`src/rtl/nand_bus_bridge.sv`:
```
module nand_bus_bridge #(
  parameter int DATA_W = 16
) (
  input  logic              clk,
  input  logic              rst_n,
  input  logic              bus_cs,
  input  logic              bus_rd,
  input  logic              bus_wr,
  input  logic [2:1]        bus_addr,
  input  logic [DATA_W-1:0] bus_wdata,
  output logic [DATA_W-1:0] bus_rdata,
  input  logic              ctl_wr,
  input  logic [5:0]        ctl_wdata,
  output logic [5:0]        ctl_rdata,
  output logic              fl_ce_n,
  output logic              fl_cle,
  output logic              fl_ale,
  output logic              fl_we_n,
  output logic              fl_re_n,
  output logic              fl_wp_n,
  output logic [DATA_W-1:0] fl_dq_out,
  output logic              fl_dq_oe,
  input  logic [DATA_W-1:0] fl_dq_in,
  input  logic              fl_rb,
  output logic              busy_irq,
  output logic              bad_access
);
  localparam int HALF = DATA_W / 2;

  logic hold_mode, sw_en, wp_on, wide;
  logic rb_s1, rb_s2, rb_prev;
  logic irq_q, err_q;

  logic invalid, wr_ok, rd_ok, rb_rise;
  logic [DATA_W-1:0] lane_mask;

  assign invalid = bus_addr == 2'b11;
  assign wr_ok   = bus_cs & bus_wr & ~invalid;
  assign rd_ok   = bus_cs & bus_rd & (bus_addr == 2'b00);
  assign rb_rise = rb_s2 & ~rb_prev;

  assign lane_mask = wide ? {DATA_W{1'b1}} : {{HALF{1'b0}}, {HALF{1'b1}}};

  assign fl_cle    = bus_cs & (bus_addr == 2'b01);
  assign fl_ale    = bus_cs & (bus_addr == 2'b10);
  assign fl_we_n   = ~wr_ok;
  assign fl_dq_oe  = wr_ok;
  assign fl_re_n   = ~rd_ok;
  assign fl_ce_n   = hold_mode ? ~sw_en : ~bus_cs;
  assign fl_wp_n   = ~wp_on;
  assign fl_dq_out = bus_wdata & lane_mask;
  assign bus_rdata = rd_ok ? (fl_dq_in & lane_mask) : '0;

  assign ctl_rdata  = {err_q, irq_q, wide, wp_on, sw_en, hold_mode};
  assign busy_irq   = irq_q;
  assign bad_access = err_q;

  always_ff @(posedge clk or negedge rst_n) begin
    if (!rst_n) begin
      hold_mode <= 1'b0;
      sw_en     <= 1'b0;
      wp_on     <= 1'b0;
      wide      <= 1'b0;
    end else if (ctl_wr) begin
      hold_mode <= ctl_wdata[0];
      sw_en     <= ctl_wdata[1];
      wp_on     <= ctl_wdata[2];
      wide      <= ctl_wdata[3];
    end
  end

  always_ff @(posedge clk or negedge rst_n) begin
    if (!rst_n) begin
      rb_s1   <= 1'b1;
      rb_s2   <= 1'b1;
      rb_prev <= 1'b1;
    end else begin
      rb_s1   <= fl_rb;
      rb_s2   <= rb_s1;
      rb_prev <= rb_s2;
    end
  end

  always_ff @(posedge clk or negedge rst_n) begin
    if (!rst_n) begin
      irq_q <= 1'b0;
      err_q <= 1'b0;
    end else begin
      if (rb_rise)
        irq_q <= 1'b1;
      else if (ctl_wr && ctl_wdata[4])
        irq_q <= 1'b0;
      if (bus_cs && (bus_rd || bus_wr) && invalid)
        err_q <= 1'b1;
      else if (ctl_wr && ctl_wdata[5])
        err_q <= 1'b0;
    end
  end
endmodule

```
`config.mk`:
```
export PLATFORM = sky130hd
export DESIGN_NAME = nand_bus_bridge
export DESIGN_NICKNAME = d
export VERILOG_FILES = /design/src/rtl/nand_bus_bridge.sv
export SDC_FILE = /design/constraint.sdc
export NUM_CORES = 1
export LEC_CHECK = 0
export ABC_AREA = 1
export ABC_CLOCK_PERIOD_IN_PS = 1090
export BUFFER_PORTS_ARGS = -buffer_cell sky130_fd_sc_hd__buf_2
export CORE_MARGIN = 3
export CORE_UTILIZATION = 30
export DETAILED_ROUTE_END_ITERATION = 10
export PLACE_DENSITY = 0.74
export SYNTH_ARGS = -nofsm -noshare
export SYNTH_HDL_FRONTEND = slang
export SYNTH_SLANG_ARGS = --single-unit
export TNS_END_PERCENT = 1
```
`constraint.sdc`:
```
create_clock -name clk -period 1.09 [get_ports clk]
set_input_delay 0.109 -clock clk [delete_from_list [all_inputs] [get_ports clk]]
set_output_delay 0.109 -clock clk [all_outputs]
set_load 0.01 [all_outputs]
```
==> run_results.csv <==
group,metric,value,unit
synthesis,synthCells,111,
sta,finClkSkew,6.01,ps
setup_path,critPathRequiredTime,980,ps
place,place_ws,100,ps
floorplanning,core,2320,um2
routing,wl_per_cell,8.80,um
grt,antenna_found_initial,0,
sta,slew_headroom,76.8,%
pwr,cell_internal_pwr,665,uW
setup_path,critical_path.max_fanout,17,
grt,globalRoute.busiestLayer,"met2",
grt,gr-usage-met3,2.76,%
synthesis,synth.top_cell.area_share,19.4,%
routing,remaining_drc_errors,0,
clock_network,cts.htree.levels,1,
place,placed_instances,199,
synthesis,yosys_register_bits,9,
pwr,p_leak,0.752,nW
setup_path,timing.critical_path.from_type,"flop",
sta,postLayoutSetupSlackWorst,-90.2,ps
run_status,run_status,"complete, but fails checks",
grt,total_routing_usage_reported_by_global_routing,11.2,%
run_status,failed_checks,"setup timing",
pwr,netSwitchingPower,303,uW
synthesis,synth_nets,158,
grt,grt_pass1_wl,3020,um
hold_path,holdCritStartpoint,"ctl_wdata[0]",
floorplanning,die_height,56.8,um
finish,flow.area_growth_from_synthesis,48.3,%
place,gp_routability_congestion,0.660,
pwr,ir_worst_vdd,0.000866,V
floorplanning,chipWidth,56.8,um
setup_path,worstReg2RegStart,"wide$_DFFE_PN0P_",
sta,setup_repair_after_global_routing_missed_its_margin,"yes",
floorplanning,floorplan.rows,17,
job,maxCapViolations,0,
place,portBuffers,77,
sta,max_freq,0.847,GHz
setup_path,startpoint,"wide$_DFFE_PN0P_",
routing,detailedRoute.firstPassIterationCount,4,
setup_path,cp_slowest_stage_delay,380,ps
grt,global_route.usage.met2,19.5,%
place,dpl.hpwl,1530,um
pwr,clkPwrFrac,25.7,%
pwr,power-per-cell-area,843,nW/um2
clock_network,cts_tree,"built",
synthesis,synth_largest_area_cell,"sky130_fd_sc_hd__dfrtp_1",
routing,via_count,800,
synthesis,yosysUniqueCellTypes,14,
setup_path,crit_arrival,1070,ps
floorplanning,initial_core_util,33.4,%
finish,diodes,0,
synthesis,synth.area.top_cells,"sky130_fd_sc_hd__dfrtp_1 19%, sky130_fd_sc_hd__nand2_1 16%, sky130_fd_sc_hd__buf_4 15%",
grt,gr_ovfl_total,0,
clock_network,cts-root-buf,"sky130_fd_sc_hd__clkbuf_4",
hold_path,worstHoldPathType,"in -> reg",
pwr,power_frac_seq,39.9,%
setup_path,critical_path_class,"reg -> out",
clock_network,cts_num_sinks,9,
synthesis,yosysWarnings,0,
sta,post-route-period-util,108,%
routing,via_per_inst,3.90,
grt,grt_util_met1,14.1,%
finish,finalNetCount,225,
grt,grt_max_degree,18,
clock_network,number_of_buffers_added_by_the_clock_tree_synthesis_step,3,
pwr,comb_power_share,34.4,%
pwr,p_sw_share,31.3,%
setup_path,cp_top_family,"flip-flops",
clock_network,clk_path_buf_depth,2,
floorplanning,fp.dieArea,3230,um2
setup_path,end_kind,"output port",
sta,hold_viol,0,
routing,drtIter0Drc,15,
clock_network,post_cts.repair.setup_buffers,0,
setup_path,worstPathBufferInverterCount,2,
finish,nFillCells,237,
sta,finalSetupViolCount,16,
routing,postRouteAntennaNets,0,
clock_network,insertion_delay,250,ps
synthesis,seq_area_frac_synth,29.6,%
setup_path,crit_slowest_cell,"sky130_fd_sc_hd__dfrtp_1",
finish,instances_no_fill,205,
sta,worst-slew-pin-transition,347,ps
sta,slew_violations,0,
routing,postRouteWirelength,1810,um
floorplanning,io_pins,94,
clock_network,clk_pin_slew_worst_paths,60,ps
pwr,power_total,968,uW
grt,first_global_vias,697,
synthesis,synth.avg_cell_area,6.98,um2
synthesis,netlist_area,774,um2
setup_path,cp_cell_sequence,"buf_12, nand2_1, nor2_1, buf_2",
finish,layout-drive-gt1-share,56.5,%
sta,period_minus_slack,1180,ps
[registers in the layout, indices dropped and copies added (netlist names)]
register,cells
hold_mode,1
rb_s1,1
rb_s2,1
wp_on,1
busy_irq,1
bad_access,1
wide,1
sw_en,1
rb_prev,1
[layout by cell type, fill, tap and decap left out]
| cell type | Yosys | routed |
|---|---|---|
| sky130_fd_sc_hd__buf_6 | 0 | 4 |
| sky130_fd_sc_hd__nand2_4 | 1 | 1 |
| sky130_fd_sc_hd__nor2_4 | 9 | 9 |
| sky130_fd_sc_hd__dfrtp_1 | 6 | 6 |
| sky130_fd_sc_hd__clkbuf_1 | 0 | 1 |
| sky130_fd_sc_hd__clkbuf_4 | 0 | 3 |
| sky130_fd_sc_hd__o21ai_0 | 6 | 5 |
| sky130_fd_sc_hd__dlygate4sd3_1 | 0 | 2 |
| sky130_fd_sc_hd__buf_12 | 1 | 1 |
| sky130_fd_sc_hd__nand2_2 | 1 | 3 |
| sky130_fd_sc_hd__inv_2 | 1 | 2 |
| sky130_fd_sc_hd__nor2_1 | 10 | 10 |
| sky130_fd_sc_hd__o21ai_1 | 0 | 1 |
| sky130_fd_sc_hd__dfstp_2 | 3 | 3 |
| sky130_fd_sc_hd__inv_1 | 23 | 22 |
| sky130_fd_sc_hd__nand2_1 | 32 | 30 |
| sky130_fd_sc_hd__nor2_2 | 1 | 1 |
| sky130_fd_sc_hd__buf_2 | 2 | 73 |
[stage by stage]
step                      TNS, ps  area, um2  hold slack [ps]  util [%]
after global placement          0       1070            -34.5      46.2
after floorplan                 0        774             -187         -
after detailed placement        0       1070            -38.0      46.2
after CTS                   -1210       1140             56.6      49.3
after global routing        -2170       1150             72.2      49.5
final                       -1050       1150             59.9      49.5
[logic make-up after synthesis]
group	synth area share, %
and+or+nand+nor	36.5
AOI/OAI and AO/OA	3.88
buffers and inverters	30.0
DFF	29.6
[area by class of cell]
class	count	area, um2	area share, %
tap	28	35.0	3.05
multi-input combinational	60	318	27.7
timing repair buffer	80	450	39.2
sequential	9	229	19.9
inverter	24	90.1	7.84
clock buffer	4	26.3	2.29
[what timing repair did]
| action | 4_1_cts | 5_1_grt |
|---|---|---|
| pin swaps | 2 | 0 |
| hold buffers | 2 | 0 |
| hold endpoints to repair | 10 | 0 |
| resized for setup | 5 | 3 |
| setup endpoints to repair | 16 | 17 |
[metal layers]
layer | vias to the layer above | routed length (um)
li1 | 432 | -
met5 | - | 0
met2 | 47 | 872
met4 | 0 | 0
met3 | 0 | 212
met1 | 321 | 719
[worst paths after layout]
path                                              end  slack (ps)  cells past startpoint
worst max register to register       wide$_DFFE_PN0P_         310                      3
max in group asynchronous           rb_prev$_DFF_PN1_         630                      2
min in group asynchronous           sw_en$_DFFE_PN0P_         220                      2
worst min-delay path            hold_mode$_DFFE_PN0P_          60                      3
worst max-delay path                    bus_rdata[14]         -90                      4
worst min register to register        rb_s2$_DFF_PN1_         360                      0
[power by group through the flow]
stage	Clock (mW)	Sequential, mW	Combinational, mW
floorplan	0	0.391	0.216
global placement	0	0.390	0.319
detailed placement	0	0.390	0.320
CTS	0.256	0.386	0.333
global route	0.280	0.390	0.377
finish	0.248	0.386	0.333
[tightest hold or removal path, delay by kind of cell]
kind | cells | cell delay (ps)
compound gates | 1 | 60
simple gates | 1 | 40
buf+inv | 1 | 70
[synth_stat cells]
| cell type | count |
|---|---|
| sky130_fd_sc_hd__nand2_4 | 1 |
| sky130_fd_sc_hd__nor2_2 | 1 |
| sky130_fd_sc_hd__dfrtp_1 | 6 |
| sky130_fd_sc_hd__inv_1 | 23 |
| sky130_fd_sc_hd__nor2_4 | 9 |
| sky130_fd_sc_hd__nand2_2 | 1 |
| sky130_fd_sc_hd__inv_2 | 1 |
| sky130_fd_sc_hd__buf_2 | 2 |
| sky130_fd_sc_hd__buf_4 | 15 |
| sky130_fd_sc_hd__o21ai_0 | 6 |
| sky130_fd_sc_hd__nor2_1 | 10 |
| sky130_fd_sc_hd__buf_12 | 1 |
| sky130_fd_sc_hd__nand2_1 | 32 |
| sky130_fd_sc_hd__dfstp_2 | 3 |
Note: power is estimated with default switching activity, not from simulation.
